==> src/rtl/rtc_pkg.sv <==
package rtc_pkg;

  localparam int unsigned WIN_BYTES = 8;
  localparam int unsigned OFF_W     = $clog2(WIN_BYTES);

  // byte k-1 of the packed vector is window offset k
  typedef struct packed {
    logic [7:0] year;
    logic [7:0] month;
    logic [7:0] date;
    logic [7:0] dow;
    logic [7:0] hour;
    logic [7:0] minute;
    logic [7:0] second;
  } rtc_time_t;

  localparam rtc_time_t RTC_RESET_TIME =
    rtc_time_t'({8'h00, 8'h01, 8'h01, 8'h01, 8'h00, 8'h00, 8'h00});

  function automatic logic [7:0] bcd_inc(input logic [7:0] v);
    if (v[3:0] == 4'd9) return {v[7:4] + 4'd1, 4'd0};
    else                return {v[7:4], v[3:0] + 4'd1};
  endfunction

  function automatic logic [7:0] month_last(input logic [7:0] mon, input logic [7:0] yr);
    logic [4:0] s;
    s = {yr[7:4], 1'b0} + {1'b0, yr[3:0]};
    case (mon)
      8'h02:                      return (s[1:0] == 2'd0) ? 8'h29 : 8'h28;
      8'h04, 8'h06, 8'h09, 8'h11: return 8'h30;
      default:                    return 8'h31;
    endcase
  endfunction

  function automatic logic [7:0] byte_mask(input logic [OFF_W-1:0] off);
    case (off)
      3'd1:    return 8'h7F;
      3'd2:    return 8'h7F;
      3'd3:    return 8'h3F;
      3'd4:    return 8'h07;
      3'd5:    return 8'h3F;
      3'd6:    return 8'h1F;
      default: return 8'hFF;
    endcase
  endfunction

endpackage

==> src/rtl/rtc_live_count.sv <==
module rtc_live_count
  import rtc_pkg::*;
(
  input  logic      clk,
  input  logic      rst_n,
  input  logic      step_i,
  input  logic      load_i,
  input  rtc_time_t load_val_i,
  output rtc_time_t time_o
);

  rtc_time_t cur_q, cur_d;
  logic [7:0] last_date;
  logic s_wrap, m_wrap, h_wrap, d_wrap, mo_wrap;

  always_comb begin
    last_date = month_last(cur_q.month, cur_q.year);
    s_wrap  = (cur_q.second == 8'h59);
    m_wrap  = s_wrap && (cur_q.minute == 8'h59);
    h_wrap  = m_wrap && (cur_q.hour == 8'h23);
    d_wrap  = h_wrap && (cur_q.date == last_date);
    mo_wrap = d_wrap && (cur_q.month == 8'h12);
  end

  always_comb begin
    cur_d = cur_q;
    if (load_i) begin
      cur_d = load_val_i;
    end else if (step_i) begin
      cur_d.second = s_wrap ? 8'h00 : bcd_inc(cur_q.second);
      if (s_wrap) cur_d.minute = m_wrap ? 8'h00 : bcd_inc(cur_q.minute);
      if (m_wrap) cur_d.hour   = h_wrap ? 8'h00 : bcd_inc(cur_q.hour);
      if (h_wrap) begin
        cur_d.dow  = (cur_q.dow == 8'h07) ? 8'h01 : bcd_inc(cur_q.dow);
        cur_d.date = d_wrap ? 8'h01 : bcd_inc(cur_q.date);
      end
      if (d_wrap)  cur_d.month = mo_wrap ? 8'h01 : bcd_inc(cur_q.month);
      if (mo_wrap) cur_d.year  = (cur_q.year == 8'h99) ? 8'h00 : bcd_inc(cur_q.year);
    end
  end

  always_ff @(posedge clk or negedge rst_n) begin
    if (!rst_n)                cur_q <= RTC_RESET_TIME;
    else if (step_i || load_i) cur_q <= cur_d;
  end

  assign time_o = cur_q;

  AST_IDLE_STABLE: assert property (@(posedge clk) disable iff (!rst_n)
    !step_i && !load_i |=> $stable(time_o));
  AST_LOAD_TAKES: assert property (@(posedge clk) disable iff (!rst_n)
    load_i |=> time_o == $past(load_val_i));
  AST_SEC_CARRY: assert property (@(posedge clk) disable iff (!rst_n)
    step_i && !load_i && time_o.second == 8'h59 |=> time_o.second == 8'h00);
  AST_DOW_WRAP: assert property (@(posedge clk) disable iff (!rst_n)
    step_i && !load_i && time_o.dow == 8'h07 && time_o.hour == 8'h23 &&
    time_o.minute == 8'h59 && time_o.second == 8'h59 |=> time_o.dow == 8'h01);

endmodule

==> src/rtl/rtc_shadow_regs.sv <==
module rtc_shadow_regs
  import rtc_pkg::*;
(
  input  logic             clk,
  input  logic             rst_n,
  input  logic             wr_en_i,
  input  logic [OFF_W-1:0] wr_off_i,
  input  logic [7:0]       wr_data_i,
  input  logic             rd_hit_i,
  input  logic [OFF_W-1:0] rd_off_i,
  input  logic             tick_i,
  input  rtc_time_t        live_i,
  output logic [7:0]       rd_data_o,
  output rtc_time_t        shadow_o,
  output logic             commit_o,
  output logic             step_o,
  output logic             stop_o
);

  localparam int unsigned TIME_BYTES = WIN_BYTES - 1;

  logic [7:0] ctrl_q, ctrl_d;
  logic       stop_q, stop_d;
  logic       upd_go_q, upd_go_d;
  logic [7:0] rd_q, rd_d;
  logic [8*TIME_BYTES-1:0] live_vec, shd_vec;
  logic       wr_ctrl, wr_sec;

  assign live_vec = live_i;
  assign wr_ctrl  = wr_en_i && (wr_off_i == '0);
  assign wr_sec   = wr_en_i && (wr_off_i == OFF_W'(1));

  // commit on the 1-to-0 transition of the WRITE bit
  assign commit_o = wr_ctrl && ctrl_q[7] && !wr_data_i[7];
  assign step_o   = tick_i && !stop_q && !commit_o;

  always_comb begin
    ctrl_d   = wr_ctrl ? wr_data_i : ctrl_q;
    stop_d   = wr_sec ? wr_data_i[7] : stop_q;
    upd_go_d = step_o && !ctrl_q[7] && !ctrl_q[6];
  end

  always_ff @(posedge clk or negedge rst_n) begin
    if (!rst_n) begin
      ctrl_q   <= 8'h00;
      stop_q   <= 1'b1;
      upd_go_q <= 1'b0;
    end else begin
      ctrl_q   <= ctrl_d;
      stop_q   <= stop_d;
      upd_go_q <= upd_go_d;
    end
  end

  for (genvar k = 1; k < WIN_BYTES; k++) begin : g_byte
    localparam logic [OFF_W-1:0] OFF = OFF_W'(k);
    logic [7:0] q, d;
    logic       en;
    always_comb begin
      en = upd_go_q || (wr_en_i && wr_off_i == OFF);
      d  = upd_go_q ? (live_vec[(k-1)*8 +: 8] & byte_mask(OFF))
                    : (wr_data_i & byte_mask(OFF));
    end
    always_ff @(posedge clk or negedge rst_n) begin
      if (!rst_n)  q <= RTC_RESET_TIME[(k-1)*8 +: 8];
      else if (en) q <= d;
    end
    assign shd_vec[(k-1)*8 +: 8] = q;
  end

  assign shadow_o = rtc_time_t'(shd_vec);

  always_comb begin
    rd_d = 8'h00;
    if (rd_hit_i) begin
      case (rd_off_i)
        3'd0:    rd_d = ctrl_q;
        3'd1:    rd_d = {stop_q, shd_vec[6:0]};
        default: rd_d = shd_vec[{rd_off_i - 3'd1, 3'b000} +: 8];
      endcase
    end
  end

  always_ff @(posedge clk or negedge rst_n) begin
    if (!rst_n) rd_q <= 8'h00;
    else        rd_q <= rd_d;
  end

  assign rd_data_o = rd_q;
  assign stop_o    = stop_q;

  AST_HALT_HOLDS: assert property (@(posedge clk) disable iff (!rst_n)
    (ctrl_q[7] || ctrl_q[6]) && !upd_go_q && !wr_en_i |=> $stable(shadow_o));
  AST_REFRESH_SEC: assert property (@(posedge clk) disable iff (!rst_n)
    upd_go_q |=> shadow_o.second == ($past(live_i.second) & 8'h7F));
  AST_REFRESH_YEAR: assert property (@(posedge clk) disable iff (!rst_n)
    upd_go_q |=> shadow_o.year == $past(live_i.year));
  AST_OUTSIDE_ZERO: assert property (@(posedge clk) disable iff (!rst_n)
    !rd_hit_i |=> rd_data_o == 8'h00);

endmodule

==> src/rtl/rtc_shadow_bank.sv <==
module rtc_shadow_bank
  import rtc_pkg::*;
#(
  parameter int unsigned ADDR_W = 17
) (
  input  logic              clk,
  input  logic              rst_n,
  input  logic [ADDR_W-1:0] addr,
  input  logic              wr_en,
  input  logic [7:0]        wr_data,
  output logic [7:0]        rd_data,
  input  logic              sec_tick,
  output logic              osc_stop
);

  logic             win_hit;
  logic [OFF_W-1:0] win_off;
  logic             commit, step;
  rtc_time_t        live_time, shadow_time;

  assign win_hit = &addr[ADDR_W-1:OFF_W];
  assign win_off = addr[OFF_W-1:0];

  rtc_shadow_regs u_regs (
    .clk       (clk),
    .rst_n     (rst_n),
    .wr_en_i   (wr_en && win_hit),
    .wr_off_i  (win_off),
    .wr_data_i (wr_data),
    .rd_hit_i  (win_hit),
    .rd_off_i  (win_off),
    .tick_i    (sec_tick),
    .live_i    (live_time),
    .rd_data_o (rd_data),
    .shadow_o  (shadow_time),
    .commit_o  (commit),
    .step_o    (step),
    .stop_o    (osc_stop)
  );

  rtc_live_count u_live (
    .clk        (clk),
    .rst_n      (rst_n),
    .step_i     (step),
    .load_i     (commit),
    .load_val_i (shadow_time),
    .time_o     (live_time)
  );

endmodule

==> config.mk <==
export PLATFORM = sky130hd
export DESIGN_NAME = rtc_shadow_bank
export DESIGN_NICKNAME = d
export VERILOG_FILES = /design/src/rtl/rtc_pkg.sv /design/src/rtl/rtc_live_count.sv /design/src/rtl/rtc_shadow_regs.sv /design/src/rtl/rtc_shadow_bank.sv
export SDC_FILE = /design/constraint.sdc
export NUM_CORES = 1
export LEC_CHECK = 0
export CORE_MARGIN = 1
export CORE_UTILIZATION = 30
export DETAILED_ROUTE_END_ITERATION = 8
export GPL_TIMING_DRIVEN = 1
export HOLD_SLACK_MARGIN = 0.05
export PLACE_DENSITY = 0.51
export SYNTH_ARGS = -nofsm -noshare
export SYNTH_HDL_FRONTEND = slang
export SYNTH_SLANG_ARGS = --single-unit
==> constraint.sdc <==
create_clock -name clk -period 3.2 [get_ports clk]
set_input_delay 0.64 -clock clk [delete_from_list [all_inputs] [get_ports clk]]
set_output_delay 0.64 -clock clk [all_outputs]
set_load 0.01 [all_outputs]
==> qor.csv, run 1 <==
stage,metric,value,unit
logic_synthesis,post-synthesis compound-gate area fraction,0.160,
logic_synthesis,flop and latch count out of synthesis,116,
cells_and_area,Finished Core Util,0.380,
cts,"Clk pin slew, worst setup/hold paths",0.06,ns
logic_synthesis,synthesized area per cell,9.19,um^2
cts,# resized after CTS,0,
placement,input/output buffers,37,
timing,minimum clock period after layout,2.93,ns
cells_and_area,P&R area growth vs syn,22.8,%
route,Routed Antenna Nets,0,
floorplan,Die Wd,153,um
cts,number of H-tree levels,4,
route,vias post-DR,5690,
worst_setup_path,Worst Path Required,3.51,ns
worst_setup_path,crit start category,flip-flop,
power,Leak,3.86,nW
global_routing,total grt overflow,0,
global_routing,number of global-route vias before repair,5635,
cells_and_area,layout cells sized above 1,0.141,
logic_synthesis,Synth Instances,744,
route,# DRC,0,
cts,Root Buffer,clkbuf_16,
cts,hold bufs inserted after CTS,0,
logic_synthesis,sequential-to-total area share from yosys stat,0.426,
logic_synthesis,Post-Synth Adder-Cell Area,0.0567,
floorplan,die height,153,um
logic_synthesis,Mapped Nets,804,
global_routing,initial antenna violation count,0,
timing,skew final,0.00743,ns
floorplan,# rows,54,
timing,Worst Tran Pin Value,0.562,ns
placement,post-DP HPWL,14.1,mm
power,Clk pwr share,0.504,
logic_synthesis,post-synthesis xor/xnor area fraction,0.00896,
floorplan,Die ar.,23400,um^2
timing,Final period util,0.917,
cts,Post-CTS Setup Bufs,0,
worst_setup_path,critical path class,reg -> reg,
timing,top achievable clock speed,341,MHz
worst_setup_path,reg2reg start,u_live.time_o[40]$_DFFE_PN1P_,
logic_synthesis,Mapped Area,6840,um^2
cts,CTS Buf Count,17,
cts,worst skew pair latency,0.42,ns
worst_setup_path,WP data arrival,3.24,ns
global_routing,largest net degree at the start of global routing,65,
timing,unrepaired setup endpoints after global routing,no,
power,Flop pwr share,0.407,
worst_setup_path,FF-to-FF End,u_live.time_o[51]$_DFFE_PN0P_,
logic_synthesis,"Distinct cells, synth",60,
worst_setup_path,crit-path max FO,11,
run,Max Cap Violations,0,
worst_hold_path,Hold WC Path Type,in -> async,
global_routing,total track usage,0.177,
floorplan,initial cell density of the core,0.310,
logic_synthesis,post-synthesis mux area share,0.112,
timing,Final Hold Slack,0.139,ns
worst_setup_path,FF-to-FF path depth,7,
run_status,outcome,finished clean,
logic_synthesis,main combinational cell family by area after synthesis,simple AND/OR/NAND/NOR gates,
power,VDD IR-drop max,0.330,mV
power,P_sw,0.984,mW
power,internal power,3.06,mW
power,Gate power share,0.089,
route,WL/cell,17.7,um
worst_setup_path,CP endpoint kind,flip-flop,
timing,count of final hold-check violations,0,
logic_synthesis,Main synth FF type,dfrtp_1,
logic_synthesis,Simple-Gate Fraction of Synth Area,0.203,
cts,CTS sink count,116,
cts,CTS tree,done,
power,Switching Share,0.243,
worst_setup_path,R2R Setup Slk,0.27,ns
power,Pwr Density,482,nW/um^2
floorplan,Top-Level Pins,38,
cells_and_area,Total Nets Final,867,
cells_and_area,number of diodes,0,
route,vias per cell,5.17,
logic_synthesis,Post-synth EDFFs,0,
route,Post-Route WL,19.5,mm
cells_and_area,# fillers,2235,
timing,endpoints failing setup,0,
logic_synthesis,Synthesis Warnings,0,
route,TritonRoute pass-1 iters,5,
worst_setup_path,Worst Setup SP,u_live.time_o[40]$_DFFE_PN1P_,
route,initial drt markers,319,
timing,Slew headroom,0.620,
global_routing,first-pass GRT wire length,31.9,mm
timing,"Slew Viols, Final",0,
logic_synthesis,asr flop ratio synth,1.00,
floorplan,placeable core region,22100,um^2
cts,clock buffer depth,2,
placement,routability cong.,0.830,
[worst max-delay path, stage by stage (launching register included)]
cell and delay, ns:
dfstp_2 0.43, or3b_4 0.45, or4_4 0.54, a2111oi_4 0.38, and2_4 0.23, nand3_1 0.20, or2_2 0.36, a31o_2 0.24
[synth_stat cells (5+ instances only)]
cell        n  area (um^2)
dfstp_2     7          184
nor3b_1     5         37.5
nand3_1    25          125
nor2b_1    12         75.1
nand4_1    10         62.6
xnor2_1     5         43.8
clkbuf_1   33          124
nand3b_1    5         37.5
nor2_1     52          195
nor3_1     21          105
mux2_2     14          158
ha_1       31          388
a211oi_1    5         37.5
a31oi_1    10         62.6
nand2b_1    8         50.1
o21ai_0    82          410
inv_1      23         86.3
mux2i_1    47          470
dfrtp_1   109         2730
mux4_2      6          135
nand2_1   108          405
and3_1      5         31.3
a21oi_1    37          185
o211ai_1    5         37.5
or4_1       6         45.0
a221oi_1   10         87.6
or2_2       5         31.3
[state kept, by name, summed over array words and instances, names as in the netlist]
signal            cells
u_regs.g_byte.q      42
u_regs.ctrl_q         8
u_regs.rd_data_o      8
u_regs.upd_go_q       1
u_live.time_o        56
u_regs.stop_o         1
[metrics by stage]
stage               worst slack (ns)  std cells  TNS, ns  power, mW  area, um^2
floorplan                      0.191        744        0       1.83        6840
global placement             -0.0615       1068   -0.262       2.03        7780
detailed placement           -0.0815       1068   -0.657       2.03        7780
CTS                            0.267       1100        0       4.08        8400
global route                   0.147       1100        0       4.20        8400
finish                         0.267       1100        0       4.05        8400
[logic make-up (layout without fill, tap and decap cells)]
family / count (synthesis) / in the layout
compound gates: 179 / 179
xor+xnor: 7 / 7
fa+ha+maj: 31 / 31
buf+inv: 60 / 136
flops: 116 / 116
mux: 67 / 67
simple gates: 284 / 284
[layout by cell type (no fill, tap or decap), drive strengths merged, types with 5 or more instances in the layout]
cell / n
buf: 45
or4: 7
dfstp: 7
nor2: 52
a31oi: 10
o211ai: 5
nand2b: 8
mux4: 6
clkbuf: 22
nand3b: 5
a221oi: 10
nor3: 21
xnor2: 5
dfrtp: 109
or2: 6
mux2i: 47
and3: 5
nand2: 109
inv: 23
ha: 31
clkdlybuf4s50: 36
nor2b: 12
nand3: 25
clkinv: 5
nand4: 10
mux2: 14
o21ai: 82
nor3b: 5
a21oi: 37
a211oi: 5
[worst max path at each step]
stage / end / slack, ns / cells past startpoint
floorplan: u_live.time_o[16]$_DFFE_PN0P_ / 0.19 / 11
global placement: u_live.time_o[19]$_DFFE_PN0P_ / -0.06 / 8
detailed placement: u_live.time_o[16]$_DFFE_PN0P_ / -0.08 / 7
CTS: u_live.time_o[51]$_DFFE_PN0P_ / 0.27 / 7
global route: u_live.time_o[34]$_DFFE_PN0P_ / 0.15 / 9
finish: u_live.time_o[51]$_DFFE_PN0P_ / 0.27 / 7
[layer usage]
metal	track usage	part of all wire	vias to the layer above
li1	-	-	2805
met1	0.245	0.49	2784
met2	0.275	0.46	88
met3	0.0383	0.033	13
met4	0.0534	0.014	0
met5	0	0	-
[power by group through the flow]
stage               registers (mW)  clock network [mW]  logic (mW)
floorplan                     1.63                   0       0.209
global placement              1.67                   0       0.361
detailed placement            1.67                   0       0.362
CTS                           1.64                2.07       0.363
global route                  1.66                2.14       0.410
finish                        1.65                2.04       0.360
[cell type report]
type	count	area (um^2)	area share
Clock buffer	22	474	0.0564
Sequential cell	116	2910	0.347
Timing Repair Buffer	81	723	0.0861
Multi-Input combinational cell	568	3700	0.441
Inverter	23	86.3	0.0103
Tap cell	280	350	0.0417
Clock inverter	10	153	0.0182
Power figures use the tool's default switching activity.
==> inputs of run 2 (changes only) <==
CTS_CLUSTER_DIAMETER = 200   (was default)
==> results of run 2 <==
Final layout, timing and power as in run 1 (identical DEF).
